## src/rtl/gpr_pkg.sv

```systemverilog
// Package: shared size-code encoding for the aliased register file.
// Assumes size codes are two bits wide. Bit 1 set means byte access.
package gpr_pkg;
    typedef enum logic [1:0] {
        SZ_DWORD  = 2'b00,
        SZ_WORD   = 2'b01,
        SZ_BYTE   = 2'b10,
        SZ_BYTE_X = 2'b11
    } gpr_size_e;

    // True when a size code selects one byte lane.
    function automatic logic size_is_byte(input logic [1:0] sz);
        return sz[1];
    endfunction
endpackage

```

## src/rtl/gpr_port_decode.sv

```systemverilog
// Module: gpr_port_decode
// Turns an index and a size code into a physical register number, a lane
// mask and a high-lane flag. It is used by the write port and by both read
// ports. Assumes IDX_W equals log2(NUM_BYTE_REGS) + 1, so that the top index
// bit picks the high byte lane in byte mode.
module gpr_port_decode
    import gpr_pkg::*;
#(
    parameter int DATA_W        = 32,
    parameter int WORD_W        = 16,
    parameter int BYTE_W        = 8,
    parameter int IDX_W         = 3,
    parameter int NUM_BYTE_REGS = 4
) (
    input  logic [IDX_W-1:0]  idx,
    input  logic [1:0]        sz,
    output logic [IDX_W-1:0]  phys,
    output logic [DATA_W-1:0] lane_mask,
    output logic              hi_lane
);
    localparam int BSEL_W = $clog2(NUM_BYTE_REGS);
    localparam logic [DATA_W-1:0] MASK_DWORD = {DATA_W{1'b1}};
    localparam logic [DATA_W-1:0] MASK_WORD  = {{(DATA_W-WORD_W){1'b0}}, {WORD_W{1'b1}}};
    localparam logic [DATA_W-1:0] MASK_BLO   = {{(DATA_W-BYTE_W){1'b0}}, {BYTE_W{1'b1}}};
    localparam logic [DATA_W-1:0] MASK_BHI   = MASK_BLO << BYTE_W;

    // Decode the index and size into a register number and the bits it covers.
    always_comb begin
        phys      = idx;
        hi_lane   = 1'b0;
        lane_mask = MASK_DWORD;
        if (size_is_byte(sz)) begin
            phys      = IDX_W'(idx[BSEL_W-1:0]);
            hi_lane   = idx[BSEL_W];
            lane_mask = idx[BSEL_W] ? MASK_BHI : MASK_BLO;
        end else if (gpr_size_e'(sz) == SZ_WORD) begin
            lane_mask = MASK_WORD;
        end
    end
endmodule

```

## src/rtl/gpr_storage.sv

```systemverilog
// Module: gpr_storage
// Holds the registers and merges masked writes into them. Its output is the
// next-state view of every register, which serves as the write-first bypass
// for the read ports. Assumes wr_aligned already sits in the target lane.
module gpr_storage #(
    parameter int NUM_REGS = 8,
    parameter int DATA_W   = 32,
    parameter int IDX_W    = 3
) (
    input  logic                             clk,
    input  logic                             rst_n,
    input  logic                             wr_en,
    input  logic [IDX_W-1:0]                 wr_phys,
    input  logic [DATA_W-1:0]                wr_mask,
    input  logic [DATA_W-1:0]                wr_aligned,
    output logic [NUM_REGS-1:0][DATA_W-1:0]  view
);
    logic [NUM_REGS-1:0][DATA_W-1:0] q;
    logic [NUM_REGS-1:0][DATA_W-1:0] nxt;
    logic [NUM_REGS-1:0]             hit;

    for (genvar g = 0; g < NUM_REGS; g++) begin : g_reg
        // Form the merged next value of this register.
        always_comb begin
            hit[g] = wr_en && (wr_phys == IDX_W'(g));
            nxt[g] = hit[g] ? ((q[g] & ~wr_mask) | (wr_aligned & wr_mask)) : q[g];
        end

        // Commit the next value, or clear it on reset.
        always_ff @(posedge clk) begin
            if (!rst_n) q[g] <= '0;
            else        q[g] <= nxt[g];
        end

        // a register that was not addressed keeps its value.
        p_hold_unaddressed_r9: assert property (@(posedge clk) disable iff (!rst_n)
            !hit[g] |=> $stable(q[g]));

        // the bits outside the lane survive a narrow write.
        p_merge_keeps_rest_r6: assert property (@(posedge clk) disable iff (!rst_n)
            hit[g] |=> ((q[g] & ~$past(wr_mask)) == ($past(q[g]) & ~$past(wr_mask))));

        // the first cycle after reset sees a cleared register.
        p_reset_clears_r8: assert property (@(posedge clk) disable iff (!rst_n)
            $rose(rst_n) |-> (q[g] == '0));
    end

    assign view = nxt;
endmodule

```

## src/rtl/gpr_read_port.sv

```systemverilog
// Module: gpr_read_port
// Selects one register from the bypass view, keeps the lane and shifts the
// high byte down to bit 0. The result is zero-extended. It is purely
// combinational. The clock and reset are used only by its assertions.
module gpr_read_port #(
    parameter int NUM_REGS = 8,
    parameter int DATA_W   = 32,
    parameter int WORD_W   = 16,
    parameter int BYTE_W   = 8,
    parameter int IDX_W    = 3
) (
    input  logic                             clk,
    input  logic                             rst_n,
    input  logic [NUM_REGS-1:0][DATA_W-1:0]  view,
    input  logic [IDX_W-1:0]                 phys,
    input  logic [DATA_W-1:0]                lane_mask,
    input  logic                             hi_lane,
    output logic [DATA_W-1:0]                data
);
    logic [DATA_W-1:0] masked;

    // Pick the register, keep the lane and right-align a high byte.
    always_comb begin
        masked = view[phys] & lane_mask;
        data   = hi_lane ? (masked >> BYTE_W) : masked;
    end

    // a narrow read leaves the upper half zero.
    p_narrow_zero_ext_r5: assert property (@(posedge clk) disable iff (!rst_n)
        !lane_mask[DATA_W-1] |-> ((data >> WORD_W) == '0));

    // a high-byte read returns only eight bits.
    p_hibyte_zero_ext_r5: assert property (@(posedge clk) disable iff (!rst_n)
        hi_lane |-> ((data >> BYTE_W) == '0));
endmodule

```

## src/rtl/gpr_alias_file.sv

```systemverilog
// Module: gpr_alias_file (top)
// Register file with dword, word and byte aliasing. It has one write port
// and two read ports, and read port B can serve as an address index. The
// block flags the stack-pointer register when it is used as an index.
// Assumes the caller keeps rst_n low for at least one rising edge.
module gpr_alias_file #(
    parameter int NUM_REGS      = 8,
    parameter int DATA_W        = 32,
    parameter int WORD_W        = 16,
    parameter int BYTE_W        = 8,
    parameter int NUM_BYTE_REGS = 4,
    parameter int SP_IDX        = 4,
    parameter int IDX_W         = $clog2(NUM_REGS)
) (
    input  logic              clk,
    input  logic              rst_n,
    input  logic              wr_en,
    input  logic [IDX_W-1:0]  wr_idx,
    input  logic [1:0]        wr_sz,
    input  logic [DATA_W-1:0] wr_data,
    input  logic [IDX_W-1:0]  rd_a_idx,
    input  logic [1:0]        rd_a_sz,
    output logic [DATA_W-1:0] rd_a_data,
    input  logic [IDX_W-1:0]  rd_b_idx,
    input  logic [1:0]        rd_b_sz,
    input  logic              rd_b_as_index,
    output logic [DATA_W-1:0] rd_b_data,
    output logic              idx_fault
);
    import gpr_pkg::*;

    localparam int NUM_PORTS = 3;   // port 0 write, 1 read A, 2 read B

    logic [NUM_PORTS-1:0][IDX_W-1:0]  p_idx;
    logic [NUM_PORTS-1:0][1:0]        p_sz;
    logic [NUM_PORTS-1:0][IDX_W-1:0]  p_phys;
    logic [NUM_PORTS-1:0][DATA_W-1:0] p_mask;
    logic [NUM_PORTS-1:0]             p_hi;
    logic [NUM_REGS-1:0][DATA_W-1:0]  view;
    logic [DATA_W-1:0]                wr_aligned;

    assign p_idx = {rd_b_idx, rd_a_idx, wr_idx};
    assign p_sz  = {rd_b_sz,  rd_a_sz,  wr_sz};

    for (genvar p = 0; p < NUM_PORTS; p++) begin : g_dec
        gpr_port_decode #(
            .DATA_W(DATA_W), .WORD_W(WORD_W), .BYTE_W(BYTE_W),
            .IDX_W(IDX_W), .NUM_BYTE_REGS(NUM_BYTE_REGS)
        ) u_dec (
            .idx(p_idx[p]), .sz(p_sz[p]), .phys(p_phys[p]),
            .lane_mask(p_mask[p]), .hi_lane(p_hi[p])
        );
    end

    // Move right-aligned write data into a high byte lane when one is targeted.
    always_comb wr_aligned = p_hi[0] ? (wr_data << BYTE_W) : wr_data;

    gpr_storage #(.NUM_REGS(NUM_REGS), .DATA_W(DATA_W), .IDX_W(IDX_W)) u_store (
        .clk(clk), .rst_n(rst_n), .wr_en(wr_en), .wr_phys(p_phys[0]),
        .wr_mask(p_mask[0]), .wr_aligned(wr_aligned), .view(view)
    );

    gpr_read_port #(
        .NUM_REGS(NUM_REGS), .DATA_W(DATA_W), .WORD_W(WORD_W),
        .BYTE_W(BYTE_W), .IDX_W(IDX_W)
    ) u_rd_a (
        .clk(clk), .rst_n(rst_n), .view(view), .phys(p_phys[1]),
        .lane_mask(p_mask[1]), .hi_lane(p_hi[1]), .data(rd_a_data)
    );

    gpr_read_port #(
        .NUM_REGS(NUM_REGS), .DATA_W(DATA_W), .WORD_W(WORD_W),
        .BYTE_W(BYTE_W), .IDX_W(IDX_W)
    ) u_rd_b (
        .clk(clk), .rst_n(rst_n), .view(view), .phys(p_phys[2]),
        .lane_mask(p_mask[2]), .hi_lane(p_hi[2]), .data(rd_b_data)
    );

    // Flag the stack pointer when a non-byte port B read is an index operand.
    always_comb idx_fault = rd_b_as_index && !size_is_byte(rd_b_sz)
                            && (rd_b_idx == IDX_W'(SP_IDX));

    // no fault without an index-operand request.
    p_fault_needs_index_r4: assert property (@(posedge clk) disable iff (!rst_n)
        !rd_b_as_index |-> !idx_fault);

    // a fault always names the stack-pointer index.
    p_fault_only_sp_r4: assert property (@(posedge clk) disable iff (!rst_n)
        idx_fault |-> (rd_b_idx == IDX_W'(SP_IDX)));

    // a same-cycle dword write to the read register is visible on port A.
    p_write_first_r7: assert property (@(posedge clk) disable iff (!rst_n)
        (wr_en && wr_sz == 2'b00 && rd_a_sz == 2'b00 && rd_a_idx == wr_idx)
        |-> (rd_a_data == wr_data));

    // a byte access never lands above the byte-capable registers.
    p_byte_phys_range_r3: assert property (@(posedge clk) disable iff (!rst_n)
        p_hi[1] |-> (p_phys[1] < IDX_W'(NUM_BYTE_REGS)));
endmodule

```

## config.mk

```make
export PLATFORM = sky130hd
export DESIGN_NAME = gpr_alias_file
export DESIGN_NICKNAME = d
export VERILOG_FILES = /design/src/rtl/gpr_pkg.sv /design/src/rtl/gpr_port_decode.sv /design/src/rtl/gpr_storage.sv /design/src/rtl/gpr_read_port.sv /design/src/rtl/gpr_alias_file.sv
export SDC_FILE = /design/constraint.sdc
export NUM_CORES = 1
export LEC_CHECK = 0
export BUFFER_PORTS_ARGS = -buffer_cell sky130_fd_sc_hd__buf_2
export CORE_MARGIN = 2
export CORE_UTILIZATION = 45
export DETAILED_ROUTE_END_ITERATION = 7
export PLACE_DENSITY = 0.63
export SYNTH_ARGS = -nofsm -noshare
export SYNTH_HDL_FRONTEND = slang
export SYNTH_SLANG_ARGS = --single-unit
```

## constraint.sdc

```tcl
create_clock -name clk -period 4.4 [get_ports clk]
set_input_delay 0.66 -clock clk [delete_from_list [all_inputs] [get_ports clk]]
set_output_delay 0.66 -clock clk [all_outputs]
set_load 0.01 [all_outputs]
```

==> results.md <==
- Die X: 182 µm
- Clock Path Buffers: 3
- Largest net degree at the start of global routing: 130
- Highest ir drop seen on vdd: 0.000292 V
- I/O pins: 116
- Crit path largest cell delay: 570 ps
- Worst Hold Depth: 2
- CP Buf/Inv Count: 4
- Setup Viol. Count Final: 0
- Post-synthesis cell count: 1582
- Yosys cell types: 64
- Violation count after the first detailed-route iteration: 1652
- Wire per inst: 23.3 µm
- Clock latency on the worst-skew pair: 560 ps
- Maximum clock rate: 240 MHz
- Warnings, synthesis: 0
- Yosys reg bits: 256
- Worst hold path type: in -> reg
- Vias post-DR: 13000
- Post-layout nets: 1663
- Power Dens Cells: 343 nW/µm²
- First-pass GRT wire length: 73700 µm
- Post-cts sizing count: 0
- LEAKAGE: 6.15 nW
- Final setup skew: 0 ps
- Setup repair after global routing missed its margin: no
- Overall Power: 5.53 mW
- Total track usage: 0.282
- TNS Setup: 0 ps
- DRC: 0
- Top cell family by delay on the critical path: buffers and inverters
- Worst hold path startpoint: rst_n
- Final core utilization: 0.513
- RePlAce Congestion: 0.930
- Worst setup EP type: output port
- Max FO, Critical Path: 37
- Critical Path RT: 3740 ps
- FF/Latch Area: 5120 µm²
- Worst-Margin Slew: 1040 ps
- Core Region: 31500 µm²
- Postcts setup bufs: 0
- Hold_buf cts: 0
- # fillers: 2917
- Multi-input logic area: 8470 µm²
- Final Hold Violating Endpoints: 0
- FFs w/ async S/R, synth: 0
- Reg2reg start: u_store.q[36]$_SDFF_PN0_
- Run status: finished, final reports clean
- Fin crit share: 0.949
- Antenna violations before repair: 7
- Num Clock Sinks: 256
- Biggest registers after layout: u_store.q (256)
- Initial Util: 0.455
- Number of global-route vias before repair: 12300
- First-pass DRT Iterations: 6
- Avg Cell Area, Syn: 9.06 µm²
- Max H-tree Level: 1
- Final min period: 4170 ps
- Headroom to the max-slew limit: 0.309
- Top reg by flops: u_store.q
- Crit start category: input pin
- Root Buffer: clkbuf_16
- Syn Std Cell Area: 14300 µm²
- Sink of the worst hold path: u_store.q[0]$_SDFF_PN0_
- Number of synthesized flops with an enable pin: 0
- DP Wirelength: 31400 µm
- Area delta synth->final: 12.6%
- Fin. max-slew vios: 0
- CTS tree: built
- Core Rows: 65
- Reg clk slew, reported paths: 60 ps
- Critical path class: in -> out
- DRT Wirelength: 47400 µm
- Maxcap violations: 0
- Total CTS buffers: 29
- Max FFs per register: 256
- Critical-path cell list: buf_2, nand4bb_1, nor3_2, buf_4, nor3_1, a221oi_1, mux2i_1, a2111oi_1, buf_4, buf_2
- Worst R2R Setup Slack: 3570 ps
- Antenna viol nets, final: 0
- CP max stage cell: a2111oi_1
- Layout cell share with drive strength beyond 1: 0.197
- Die height: 182 µm
- Die Area: 33300 µm²
- Number of port buffers: 115
- Global route overflow: 0
- Sequential area share after synthesis: 0.358
- RR Endpoint: u_store.q[36]$_SDFF_PN0_
- Syn Nets: 1633
- Via/cell ratio: 6.37
- Most used flip-flop cell after synthesis: dfxtp_1
- Critical path arrival: 3510 ps
- Worst Reg-to-Reg Cells: 2
-- metrics by stage --
step                hold slack (ps)  cell area (µm²)  setup WS [ps]  cells
floorplan                       427            14300           1130   1582
global placement                436            15200            231   1983
detailed placement              446            15200            142   1983
CTS                             397            16100            127   2033
global route                    413            16100           40.4   2037
finish                          398            16100            225   2038
-- metal layers --
metal / GRT usage / up-vias / wire length [µm]
met5: 0 / - / 13
met4: 0.0923 / 2 / 1310
met3: 0.0485 / 90 / 4380
met2: 0.407 / 719 / 20200
met1: 0.424 / 6284 / 21500
li1: - / 5878 / -
-- cells in the final DEF, fill, tap and decap left out, types with 13 or more instances in the layout --
master / synthesis / layout
or3_1: 36 / 36
mux2i_1: 191 / 191
o21ai_0: 14 / 14
o221ai_1: 48 / 48
nor2b_1: 13 / 13
a21oi_1: 94 / 94
o2bb2ai_1: 13 / 13
o22ai_1: 58 / 58
or2_2: 13 / 13
mux4_2: 73 / 73
dfxtp_1: 256 / 256
o32ai_1: 13 / 13
buf_4: 9 / 53
clkbuf_16: 0 / 29
o22a_1: 23 / 23
buf_2: 33 / 111
nand3_1: 23 / 23
nor2_1: 215 / 214
nand2b_1: 14 / 14
nor3_1: 21 / 19
nand2_1: 159 / 159
-- report_power, final --
part	switching [mW]	leakage, nW	total, mW	internal (mW)
logic	0.464	3.62	0.728	0.264
registers	0.0133	2.07	2.37	2.35
clock network	0.981	0.468	2.44	1.46
total	1.46	6.15	5.53	4.07
-- worst max-delay path by stage --
stage / start / to / slack (ps) / depth (start not counted)
finish: wr_idx[2] / rd_a_data[31] / 230 / 10
global placement: wr_idx[2] / rd_a_data[31] / 230 / 10
global route: wr_idx[2] / rd_a_data[31] / 40 / 10
CTS: wr_idx[2] / rd_a_data[31] / 130 / 10
floorplan: wr_sz[1] / rd_a_data[31] / 1130 / 9
detailed placement: wr_idx[2] / rd_a_data[31] / 140 / 10
-- worst register-to-register path: stages (launching register included) --
cell and delay, ps:
dfxtp_1 300, mux2_2 280, and2_1 150
-- cells in the mapped netlist, types with 13 or more instances --
| cell | n | area, µm² |
|---|---|---|
| nor2_1 | 215 | 807 |
| nand2_1 | 159 | 597 |
| nand2b_1 | 14 | 87.6 |
| o2bb2ai_1 | 13 | 114 |
| o22a_1 | 23 | 201 |
| mux4_2 | 73 | 1640 |
| buf_2 | 33 | 165 |
| buf_1 | 18 | 67.6 |
| o21ai_0 | 14 | 70.1 |
| clkbuf_1 | 107 | 402 |
| dfxtp_1 | 256 | 5120 |
| a21oi_1 | 94 | 470 |
| o22ai_1 | 58 | 363 |
| nor3_1 | 21 | 105 |
| nand3_1 | 23 | 115 |
| mux2i_1 | 191 | 1910 |
| o32ai_1 | 13 | 114 |
| nor2b_1 | 13 | 81.3 |
| or3_1 | 36 | 225 |
| o221ai_1 | 48 | 420 |
| or2_2 | 13 | 81.3 |
-- kinds of logic after synthesis --
kind of cell    after synthesis  share of synthesized area
xor+xnor                      1                   0.000611
simple gates                539                      0.173
flops                       256                      0.358
buf+inv                     179                     0.0532
mux                         270                      0.253
compound gates              337                      0.163
-- area by class of cell --
cell class | instances | area share
Timing Repair Buffer | 168 | 0.0641
Clock buffer | 44 | 0.0534
Inverter | 10 | 0.00264
Tap cell | 402 | 0.0312
Antenna cell | 5 | 0.000775
Sequential cell | 256 | 0.318
Multi-Input combinational cell | 1147 | 0.525
Clock inverter | 6 | 0.00543
No activity file was read; power rests on OpenSTA's default activity.
